`src/rtl/cal_alarm_pkg.sv`:
```
package cal_alarm_pkg;

    localparam int NUM_FIELDS  = 6;
    localparam int FIELD_MAX_W = 12;
    localparam int CTRL_W      = NUM_FIELDS + 1;
    localparam int ADDR_W      = 3;
    localparam int PEND_BIT    = 1;

    localparam int SEC_W  = 7;
    localparam int MIN_W  = 7;
    localparam int HOUR_W = 6;
    localparam int DAY_W  = 6;
    localparam int MON_W  = 5;
    localparam int YEAR_W = 12;

    typedef enum logic [ADDR_W-1:0] {
        A_CTRL = 3'd0,
        A_SEC  = 3'd1,
        A_MIN  = 3'd2,
        A_HOUR = 3'd3,
        A_DAY  = 3'd4,
        A_MON  = 3'd5,
        A_YEAR = 3'd6,
        A_PEND = 3'd7
    } reg_addr_e;

    typedef logic [FIELD_MAX_W-1:0]                 field_t;
    typedef logic [NUM_FIELDS-1:0][FIELD_MAX_W-1:0] field_vec_t;

    typedef struct packed {
        logic                  master_en;
        logic [NUM_FIELDS-1:0] field_en;
    } alarm_ctrl_t;

    function automatic int field_width(input int idx);
        case (idx)
            0:       return SEC_W;
            1:       return MIN_W;
            2:       return HOUR_W;
            3:       return DAY_W;
            4:       return MON_W;
            default: return YEAR_W;
        endcase
    endfunction

    function automatic field_t field_mask(input int idx);
        field_t m;
        for (int b = 0; b < FIELD_MAX_W; b++) begin
            m[b] = (b < field_width(idx));
        end
        return m;
    endfunction

endpackage

```
`src/rtl/cal_alarm_regs.sv`:
```
module cal_alarm_regs
    import cal_alarm_pkg::*;
#(
    parameter int DATA_W = 32
) (
    input  logic              clk,
    input  logic              rst,
    input  logic              wr_en,
    input  logic [ADDR_W-1:0] addr,
    input  logic [DATA_W-1:0] wdata,
    output alarm_ctrl_t       ctrl,
    output field_vec_t        alarm
);

    alarm_ctrl_t ctrl_q;

    always_ff @(posedge clk) begin
        if (rst) begin
            ctrl_q <= '0;
        end else if (wr_en && addr == A_CTRL) begin
            ctrl_q <= alarm_ctrl_t'(wdata[CTRL_W-1:0]);
        end
    end

    assign ctrl = ctrl_q;

    for (genvar i = 0; i < NUM_FIELDS; i++) begin : g_field
        localparam logic [ADDR_W-1:0] MY_ADDR = ADDR_W'(i + 1);
        localparam field_t            MY_MASK = field_mask(i);
        field_t val_q;

        always_ff @(posedge clk) begin
            if (rst) begin
                val_q <= '0;
            end else if (wr_en && addr == MY_ADDR) begin
                val_q <= wdata[FIELD_MAX_W-1:0] & MY_MASK;
            end
        end

        assign alarm[i] = val_q;
    end

endmodule

```
`src/rtl/cal_alarm_match.sv`:
```
module cal_alarm_match
    import cal_alarm_pkg::*;
(
    input  logic        tick,
    input  alarm_ctrl_t ctrl,
    input  field_vec_t  alarm,
    input  field_vec_t  cur,
    output logic        hit
);

    logic [NUM_FIELDS-1:0] eq;

    for (genvar i = 0; i < NUM_FIELDS; i++) begin : g_cmp
        assign eq[i] = ctrl.field_en[i] && (alarm[i] == cur[i]);
    end

    assign hit = tick && ctrl.master_en && (|eq);

endmodule

```
`src/rtl/cal_alarm_pending.sv`:
```
module cal_alarm_pending (
    input  logic clk,
    input  logic rst,
    input  logic set_i,
    input  logic clr_i,
    output logic flag
);

    logic flag_q;

    always_ff @(posedge clk) begin
        if (rst) begin
            flag_q <= 1'b0;
        end else if (set_i) begin
            flag_q <= 1'b1;
        end else if (clr_i) begin
            flag_q <= 1'b0;
        end
    end

    assign flag = flag_q;

endmodule

```
`src/rtl/cal_alarm_top.sv`:
```
module cal_alarm_top
    import cal_alarm_pkg::*;
#(
    parameter int DATA_W = 32
) (
    input  logic              clk,
    input  logic              rst,
    input  logic              sec_tick,
    input  logic [SEC_W-1:0]  cur_sec,
    input  logic [MIN_W-1:0]  cur_min,
    input  logic [HOUR_W-1:0] cur_hour,
    input  logic [DAY_W-1:0]  cur_day,
    input  logic [MON_W-1:0]  cur_mon,
    input  logic [YEAR_W-1:0] cur_year,
    input  logic              bus_wr,
    input  logic [ADDR_W-1:0] bus_addr,
    input  logic [DATA_W-1:0] bus_wdata,
    output logic [DATA_W-1:0] bus_rdata,
    output logic              alarm_irq
);

    alarm_ctrl_t ctrl_q;
    field_vec_t  alarm_q;
    field_vec_t  cur_vec;
    logic        match_hit;
    logic        pend_clr;
    logic        pend_flag;

    assign cur_vec[0] = FIELD_MAX_W'(cur_sec);
    assign cur_vec[1] = FIELD_MAX_W'(cur_min);
    assign cur_vec[2] = FIELD_MAX_W'(cur_hour);
    assign cur_vec[3] = FIELD_MAX_W'(cur_day);
    assign cur_vec[4] = FIELD_MAX_W'(cur_mon);
    assign cur_vec[5] = FIELD_MAX_W'(cur_year);

    cal_alarm_regs #(.DATA_W(DATA_W)) u_regs (
        .clk   (clk),
        .rst   (rst),
        .wr_en (bus_wr),
        .addr  (bus_addr),
        .wdata (bus_wdata),
        .ctrl  (ctrl_q),
        .alarm (alarm_q)
    );

    cal_alarm_match u_match (
        .tick  (sec_tick),
        .ctrl  (ctrl_q),
        .alarm (alarm_q),
        .cur   (cur_vec),
        .hit   (match_hit)
    );

    assign pend_clr = bus_wr && (bus_addr == A_PEND) && bus_wdata[PEND_BIT];

    cal_alarm_pending u_pend (
        .clk   (clk),
        .rst   (rst),
        .set_i (match_hit),
        .clr_i (pend_clr),
        .flag  (pend_flag)
    );

    assign alarm_irq = pend_flag;

    always_comb begin
        bus_rdata = '0;
        case (reg_addr_e'(bus_addr))
            A_CTRL: bus_rdata[CTRL_W-1:0]      = ctrl_q;
            A_SEC:  bus_rdata[FIELD_MAX_W-1:0] = alarm_q[0];
            A_MIN:  bus_rdata[FIELD_MAX_W-1:0] = alarm_q[1];
            A_HOUR: bus_rdata[FIELD_MAX_W-1:0] = alarm_q[2];
            A_DAY:  bus_rdata[FIELD_MAX_W-1:0] = alarm_q[3];
            A_MON:  bus_rdata[FIELD_MAX_W-1:0] = alarm_q[4];
            A_YEAR: bus_rdata[FIELD_MAX_W-1:0] = alarm_q[5];
            A_PEND: bus_rdata[PEND_BIT]        = pend_flag;
            default: bus_rdata = '0;
        endcase
    end

endmodule

```
`config.mk`:
```
export PLATFORM = sky130hd
export DESIGN_NAME = cal_alarm_top
export DESIGN_NICKNAME = d
export VERILOG_FILES = /design/src/rtl/cal_alarm_pkg.sv /design/src/rtl/cal_alarm_regs.sv /design/src/rtl/cal_alarm_match.sv /design/src/rtl/cal_alarm_pending.sv /design/src/rtl/cal_alarm_top.sv
export SDC_FILE = /design/constraint.sdc
export NUM_CORES = 1
export LEC_CHECK = 0
export BUFFER_PORTS_ARGS = -buffer_cell sky130_fd_sc_hd__buf_2
export CAP_MARGIN = 0
export CORE_UTILIZATION = 34
export DETAILED_ROUTE_END_ITERATION = 12
export HOLD_SLACK_MARGIN = 0.08
export PLACE_DENSITY = 0.62
export SLEW_MARGIN = 40
export SYNTH_ARGS = -nofsm -noshare
export SYNTH_HDL_FRONTEND = slang
export SYNTH_SLANG_ARGS = --single-unit
```
`constraint.sdc`:
```
create_clock -name clk -period 1.1 [get_ports clk]
set_input_delay 0.055 -clock clk [delete_from_list [all_inputs] [get_ports clk]]
set_output_delay 0.055 -clock clk [all_outputs]
set_load 0.01 [all_outputs]
```
# Word-level counts from Yosys, hierarchy flattened
# Index checks and enable logic that the tools add are counted.
# totals
reg_bits	51
inputBits	82
output_inout_bits	33
# op_classes
n_eq_ne	13
n_mux	6
reduce_logical	20
# op_table
cell	n
$pmux W5 S7	1
$logic_and A1 B1 Y1	17
$eq A7 B7 Y1	2
$eq A12 B12 Y1	1
$eq A3 B3 Y1 const B	4
$eq A6 B6 Y1	2
$pmux W1 S8	1
$pmux W1 S7	1
$eq A3 B2 Y1 const B	2
$reduce_or A6 Y1	1
$eq A5 B5 Y1	1
$mux W5	1
$eq A3 B1 Y1 const B	1
$logic_not A3 Y1	1
$mux W1	2
$reduce_bool A2 Y1	1

# Depth between registers and ports, before layout
# Gate-level depths: netlist (run 1).
# depth
depth_word	5
mapped_depth	7
mapped_depth_nobuf	5

# By module
# Synthesis (run 1) repeated with hierarchy kept, for this count alone.
# hier_totals
hier_cells	430
area_unflattened_um2	4013.8
# modules_own_cells
mod	instances	cells_each	area_per_inst_um2
cal_alarm_regs	1	214	2273.4
cal_alarm_top	1	111	895.9
cal_alarm_match	1	101	805.8
cal_alarm_pending	1	4	38.8

# Least setup slack after synthesis (run 1)
# OpenSTA, ideal clock, no wires.
# synth_timing
path_kind	register to register
start	register u_regs.g_field[5].val_q[10]
end	register u_pend.flag_q (netlist: u_pend.flag)
setup_time_ns	0.086
arrival_ns	1.036
t_required_ns	1.014
slack_ns	-0.022
stages_incl_launch_ff	6
synth_period_minus_slack_ns	1.122
cell_sequence	dfxtp_1 xnor2_1 nand4_1 nor4_1 a311oi_1 a211oi_1
# synth_via
elab_chain_cells	5
word_cells_on_any_way	6
classes_between	eq/ne: 1; mux: 1; reduce/logical: 4
# synth_rtl
item	line	source
start: declaration	cal_alarm_regs.sv:30	field_t val_q;
start signal: assignment	cal_alarm_regs.sv:36	val_q <= wdata[FIELD_MAX_W-1:0] & MY_MASK;
$eq A12 B12 Y1 *	cal_alarm_match.sv:14	assign eq[i] = ctrl.field_en[i] && (alarm[i] == cur[i]);
$logic_and A1 B1 Y1 *	cal_alarm_match.sv:14	
$reduce_or A6 Y1 *	cal_alarm_match.sv:17	assign hit = tick && ctrl.master_en && (|eq);
$logic_and A1 B1 Y1 *	cal_alarm_match.sv:17	
$mux W1 / $reduce_bool A2 Y1 (equally long branches)	-	
end signal: assignment	cal_alarm_pending.sv:13	flag_q <= 1'b0;
end signal: assignment	cal_alarm_pending.sv:15	flag_q <= 1'b1;
end signal: assignment	cal_alarm_pending.sv:17	flag_q <= 1'b0;
end: declaration	cal_alarm_pending.sv:9	logic flag_q;
# Mark *: on every way between the ends. The rest lies on a longest branch, timed or not.
# A chain may end at the register's enable or synchronous reset.

# Final worst setup path (run 1)
# layout_timing
start	register u_regs.g_field[1].val_q[2]
end	output port bus_rdata[2]
# layout_via
elab_chain_cells	1
# layout_rtl
item	line	source
start: declaration	cal_alarm_regs.sv:30	
start signal: assignment	cal_alarm_regs.sv:36	
$pmux W5 S7	cal_alarm_top.sv:68	case (reg_addr_e'(bus_addr))
end: declaration	cal_alarm_top.sv:18	output logic [DATA_W-1:0] bus_rdata,
# No other way between the ends.

==> results of run 1 <==
-- cell families (layout without fill, tap and decap cells) --
group           after synthesis  in the layout  synth area share, %
simple gates                128            128                 20.7
mux                          43             43                 15.7
flops                        51             51                 34.1
xor+xnor                     43             43                 12.6
buf+inv                      40            171                 8.89
compound gates               40             40                 7.89
other cells                   1             20                0.125
-- layout make-up --
type                       count  area (sq um)  area share, %
multi-input combinational    274          1910           43.5
timing repair buffer         162          1180           26.8
sequential                    51          1050           23.9
tap                          105           131           2.99
clock buffer                   6          82.6           1.88
clock inverter                 2          35.0          0.797
inverter                       1          6.26          0.142
-- cell usage in the layout, fill, tap and decap left out, drive strengths merged, types with 2 or more instances in the layout --
master,count
a21oi,25
nor2b,3
o21ai,3
clkbuf,7
nand4,9
mux2i,37
conb,20
a22o,3
o221ai,2
nor4,6
dfxtp,51
a22oi,3
mux2,3
xor2,10
nand2,50
buf,152
nand2b,2
and3,8
nand3,4
xnor2,33
dlygate4sd3,9
nor2,41
mux4,3
and2b,2
-- report_power, final --
| group | internal (mW) | leakage (nW) | switching (mW) | total (mW) |
|---|---|---|---|---|
| clock | 0.737 | 0.0612 | 0.634 | 1.37 |
| combinational | 0.397 | 1.46 | 0.399 | 0.796 |
| sequential | 1.88 | 0.422 | 0.0297 | 1.91 |
-- tightest hold or removal path, stage by stage --
cell	delay, ps
buf_2	180
nand2_1	80
a21oi_1	50
-- metal layers --
layer,up-vias,wire length (um)
met1,1392,3920
met2,105,4440
li1,1431,-
met4,0,219
met5,-,0
met3,14,564
-- state kept, by name, summed over array words and instances, names as in the netlist --
| name | count |
|---|---|
| u_pend.flag | 1 |
| u_regs.ctrl | 7 |
| u_regs.g_field.val_q | 43 |
-- worst max path at each step --
stage                                     from           end  slack, ps
global placement    u_regs.g_field[5].val_q[9]   u_pend.flag       -330
global route        u_regs.g_field[5].val_q[2]  bus_rdata[2]       -550
finish              u_regs.g_field[1].val_q[2]  bus_rdata[2]       -520
detailed placement  u_regs.g_field[5].val_q[1]   u_pend.flag       -320
floorplan           u_regs.g_field[5].val_q[6]   u_pend.flag        -20
CTS                 u_regs.g_field[5].val_q[2]  bus_rdata[2]       -530
-- per-stage QoR --
step / instances / power (mW) / TNS [ps] / util, % / hold slack [ps]
after floorplan: 365 / 2.37 / -16.5 / - / 183
after CTS: 600 / 4.08 / -2990 / 50.9 / 87.8
after global routing: 601 / 4.25 / -3300 / 52.5 / 102
after global placement: 575 / 2.67 / -7350 / 46.6 / 295
after detailed placement: 575 / 2.67 / -7810 / 46.6 / 305
final: 601 / 4.08 / -2850 / 52.5 / 92.5
-- timing repair --
item                       in CTS  in global routing
buffers inserted                8                  1
hold buffers                    9                  0
hold endpoints to repair       11                  0
pin swaps                      11                 10
resized for setup              29                 28
setup endpoints to repair       9                 14
==> results.tsv, run 1 <==
stage	metric	value	unit
status	outcome	complete, but fails checks	
status	failing checks	setup timing	
synth	Mapped Area	3000	sq um
synth	commonest cells in the netlist	dfxtp_1 (51), nand2_1 (49), nor2_1 (40)	
synth	Netlist cell types	40	
cts	H-tree depth	2	
detailed_routing	routed len/inst	15.2	um
sta	final setup vio count	8	
setup_path	CP Cell Sequence	mux4_2, mux2_4, buf_6	
global_route	All-Layer GR Usage	21.1	%
detailed_routing	DRT Wirelength	9140	um
cts	clk slew on worst S/H paths	90	ps
detailed_routing	DRC viols	0	
detailed_routing	via count	2942	
sta	final hold vios	0	
finish	diodes inserted	0	
synth	Yosys warnings	0	
finish	share of cells above drive strength 1	43.3	%
global_route	pin count of the biggest net entering global routing	52	
detailed_routing	Via density	4.90	
synth	post-synth top area share	34.1	%
detailed_routing	Post-DRT Antenna Nets	0	
worst_hold_path	worst hold start	bus_wdata[0]	
sta	Tmin final	1620	ps
run	maxcap violations	0	
synth	sequential-to-total area share from yosys stat	34.1	%
sta	max frequency	618	MHz
finish	synthesis-to-layout area growth	46.7	%
sta	unrepaired setup endpoints after global routing	yes	
placement	hpwl dp	6990	um
setup_path	Slowest-stage cell, CP	mux4_2	
setup_path	Crit path arrival time	1560	ps
setup_path	max incr delay on CP	480	ps
floorplanning	Starting Density	35.8	%
setup_path	R2R setup slack	-330	ps
setup_path	startpoint types	flop	
cts	Worst-Skew Late Latency	310	ps
floorplanning	FP Rows	33	
worst_hold_path	hold path endpoint	u_regs.g_field[5].val_q[0]	
synth	area leader, netlist	dfxtp_1	
cts	Root Driver	clkbuf_8	
worst_hold_path	hold crit path type	input pin to flop	
cts	CTS tree	done	
global_route	GR peak layer	met2	
sta	max-slew violation count	0	
detailed_routing	drt pass-1 iters	4	
setup_path	Reg2Reg Launch Point	u_regs.g_field[5].val_q[2]	
worst_hold_path	Cells on Worst Hold Path	3	
sta	worst clock skew	3.12	ps
placement	Port Buf Inserts	74	
detailed_routing	Iter 0 DRT Violations	178	
cts	sink count of the clock tree	51	
power	Leakage	1.94	nW
cts	CTS Buf Count	5	
setup_path	CP delay by family, top	multiplexers	
placement	Setup WS pre-CTS	-317	ps
global_route	vias in the first global route	2889	
power	worst vdd ir	0.000539	V
setup_path	CP Max Fanout	3	
global_route	first-pass GRT wire length	14400	um
synth	number of synthesized flops with an enable pin	0	
cts	CTS max path bufs	2	
floorplanning	Ports	115	
global_route	met2 usage	35.4	%
floorplanning	Die Y	95.9	um
synth	Synth Area per Inst	8.66	sq um
floorplanning	CORE AREA	8380	sq um
setup_path	crit end category	primary output	
synth	largest cells by area after synthesis	dfxtp_1 (34%), mux2i_1 (12%), xnor2_1 (9.6%)	
synth	Synth Flop Type	dfxtp_1	
synth	count leader, synth	dfxtp_1	
global_route	grt ovf	0	
synth	Syn Inst Count	346	
global_route	met3 GRT Util	2.21	%
power	pwr dens	927	nW/um^2
setup_path	critical path depth in cells	3	
global_route	Global Route met1 Usage	27.7	%
finish	Fillers	798	
sta	Tcrit/Tclk final	147	%
setup_path	CP bufs+invs	1	
sta	Final Worst Setup Slack	-519	ps
setup_path	WS Path Type	flop to primary output	
synth	Synth Register Bits	51	
global_route	initial antenna violation count	0	
setup_path	Reg2Reg Capture Point	u_pend.flag	
floorplanning	chip width	95.9	um
setup_path	r2r worst-path depth	6	
placement	Routability Congestion	0.880	
placement	post-placement cell area	3900	sq um
synth	Async S/R FF share, synth	0	%
floorplanning	die area	9200	sq um
finish	post-route cell area	4400	sq um
finish	fin nets	577	
setup_path	CP required	1040	ps
No activity file was read; power rests on OpenSTA's default activity.
==> run 2: changes to the inputs <==
--- a/config.mk
+++ b/config.mk
@@ -5,12 +5,13 @@
 export SDC_FILE = /design/constraint.sdc
 export NUM_CORES = 1
 export LEC_CHECK = 0
-export BUFFER_PORTS_ARGS = -buffer_cell sky130_fd_sc_hd__buf_2
 export CAP_MARGIN = 0
 export CORE_UTILIZATION = 34
 export DETAILED_ROUTE_END_ITERATION = 12
+export DONT_BUFFER_PORTS = 1
 export HOLD_SLACK_MARGIN = 0.08
-export PLACE_DENSITY = 0.62
+export PLACE_DENSITY = 0.51
+export RECOVER_POWER = 50
 export SLEW_MARGIN = 40
 export SYNTH_ARGS = -nofsm -noshare
 export SYNTH_HDL_FRONTEND = slang
==> run 2 against run 1 <==
Net effect: the run ends with hold timing, setup timing left; sequential share of layout area up 5.1 points; flip-flop and latch count unchanged; die area unchanged; utilization down 9.8 points; clock skew up 5.2 ps; total power down 9.9%; register-to-register slack about the same; global-route usage down 1.5 points.
==> results.tsv, run 2 (synthesized netlist as in run 1, its figures left out) <==
stage	metric	value	unit	change
sta	unrepaired setup endpoints after global routing	yes		
detailed_routing	DRT Wirelength	8650	um	-5.3%
detailed_routing	DRC viols	0		unchanged
status	outcome	complete, but fails checks		
floorplanning	CORE AREA	8380	sq um	unchanged
power	logic gate share of total power	11.3	%	-8.2 points
floorplanning	Starting Density	35.8	%	unchanged
setup_path	startpoint types	flop		
setup_path	CP required	1040	ps	about the same
floorplanning	chip width	95.9	um	unchanged
sta	Final Worst Setup Slack	-484	ps	+35.2 ps
placement	Port Buf Inserts	0		-100%
sta	Max-slew headroom	56.4	%	
global_route	initial antenna violation count	0		unchanged
floorplanning	die area	9200	sq um	unchanged
finish	fin nets	466		-19%
sta	worst clock skew	8.35	ps	+5.23 ps
cts	H-tree depth	2		unchanged
detailed_routing	drt pass-1 iters	4		unchanged
finish	synthesis-to-layout area growth	19.2	%	
cts	CTS tree	done		
cts	CTS Buf Count	5		unchanged
status	failing checks	hold timing, setup timing		
power	clock share of power	36.5	%	+2.9 points
power	overall power	3.67	mW	-9.9%
setup_path	WS Path Type	flop to primary output		
floorplanning	FP Rows	33		unchanged
placement	hpwl dp	6330	um	-9.5%
power	Int Power	2.77	mW	-8.1%
setup_path	Crit path arrival time	1530	ps	-30 ps
detailed_routing	Post-DRT Antenna Nets	0		unchanged
setup_path	CP Max Fanout	2		-1
detailed_routing	routed len/inst	17.7	um	+16%
power	worst vdd ir	0.000590	V	+9.5%
finish	Largest register FFs	43		unchanged
finish	post-route cell area	3570	sq um	-19%
cts	Worst-Skew Late Latency	320	ps	about the same
power	Reg power frac	52.2	%	+5.4 points
cts	CTS max path bufs	2		unchanged
detailed_routing	via count	2486		-15%
global_route	All-Layer GR Usage	19.5	%	-1.5 points
finish	share of cells above drive strength 1	25.3	%	-18 points
sta	worst slew pin tran	652	ps	
cts	sink count of the clock tree	51		unchanged
global_route	first-pass GRT wire length	13000	um	-10%
sta	Tmin final	1580	ps	-35.2 ps
setup_path	crit end category	primary output		
placement	Routability Congestion	0.846		-3.9%
detailed_routing	Via density	5.08		+3.9%
sta	max-slew violation count	0		unchanged
floorplanning	Ports	115		unchanged
placement	Setup WS pre-CTS	-377	ps	-60.2 ps
sta	final setup vio count	8		unchanged
floorplanning	Die Y	95.9	um	unchanged
sta	Tcrit/Tclk final	144	%	-3.2 points
finish	commonest cells after routing, fill and taps aside	nand2_1 (49), buf_4 (40), nor2_1 (39)		
worst_hold_path	hold crit path type	input pin to flop		
detailed_routing	Iter 0 DRT Violations	133		-25%
finish	diodes inserted	0		unchanged
placement	post-placement cell area	3310	sq um	-15%
sta	Hold WS	-206	ps	-298 ps
global_route	vias in the first global route	2386		-17%
finish	Biggest register	u_regs.g_field.val_q		
sta	max frequency	631	MHz	+2.2%
global_route	pin count of the biggest net entering global routing	52		unchanged
cts	Root Driver	clkbuf_8		
power	net switching power	0.901	mW	-15%
finish	most common cell after layout, fill and taps aside	nand2_1		
power	Leakage	1.41	nW	-28%
sta	final hold vios	51		+51
run	maxcap violations	0		unchanged
cts	clk slew on worst S/H paths	100	ps	about the same
power	pwr dens	1030	nW/um^2	+11%
power	Sw Share	24.5	%	-1.5 points
global_route	grt ovf	0		unchanged
==> run 2: final timing paths <==
path,start,to,slack [ps],cells after the start
max,u_regs.g_field[3].val_q[2],bus_rdata[2],-480,3
max reg2reg,u_regs.g_field[3].val_q[2],u_pend.flag,-320,6
min reg2reg,u_regs.g_field[5].val_q[7],u_regs.g_field[5].val_q[7],480,2
min,rst,u_regs.g_field[5].val_q[11],-210,1
==> run 2: per-stage QoR <==
stage	utilization, %	instances	hold slack [ps]	setup TNS (ps)
finish	42.6	489	-206	-2750
global route	42.6	489	-212	-3140
CTS	42.3	488	-211	-2900
detailed placement	39.5	478	123	-1010
global placement	39.5	478	121	-959
floorplan	-	365	183	-16.5
==> run 2: layout make-up <==
class                   instances  area, sq um
well taps                     105          131
multi-input cells             274         1890
repair buffers                 51          403
clock buffers                   5         68.8
flip-flops and latches         51         1040
clock inverters                 2         37.5
fillers                       865         4810
inverters                       1         5.00
==> run 2: critical path, stage by stage (launching register included) <==
cell,delay (ps)
dfxtp_2,340
buf_6,110
mux4_2,440
mux2_4,310
==> run 2: metal layers <==
metal / GRT usage (%) / wire [um] / vias up
li1: - / - / 1210
met1: 24.8 / 3730 / 1185
met2: 33.0 / 4170 / 82
met3: 5.21 / 678 / 9
met4: 4.48 / 79 / 0
met5: 0 / 0 / -
==> run 2: what timing repair did <==
item / CTS / global route
setup buffers: 3 / 2
pin swaps: 7 / 13
hold endpoints to repair: 51 / 51
gates resized for setup: 29 / 14
setup endpoints to repair: 8 / 8
==> run 2: power by group through the flow <==
stage,logic [mW],clock network (mW),registers [mW]
after global placement,0.386,0,1.96
after CTS,0.411,1.35,1.92
after floorplan,0.418,0,1.95
after detailed placement,0.388,0,1.96
after global routing,0.458,1.41,1.92
final,0.414,1.34,1.92
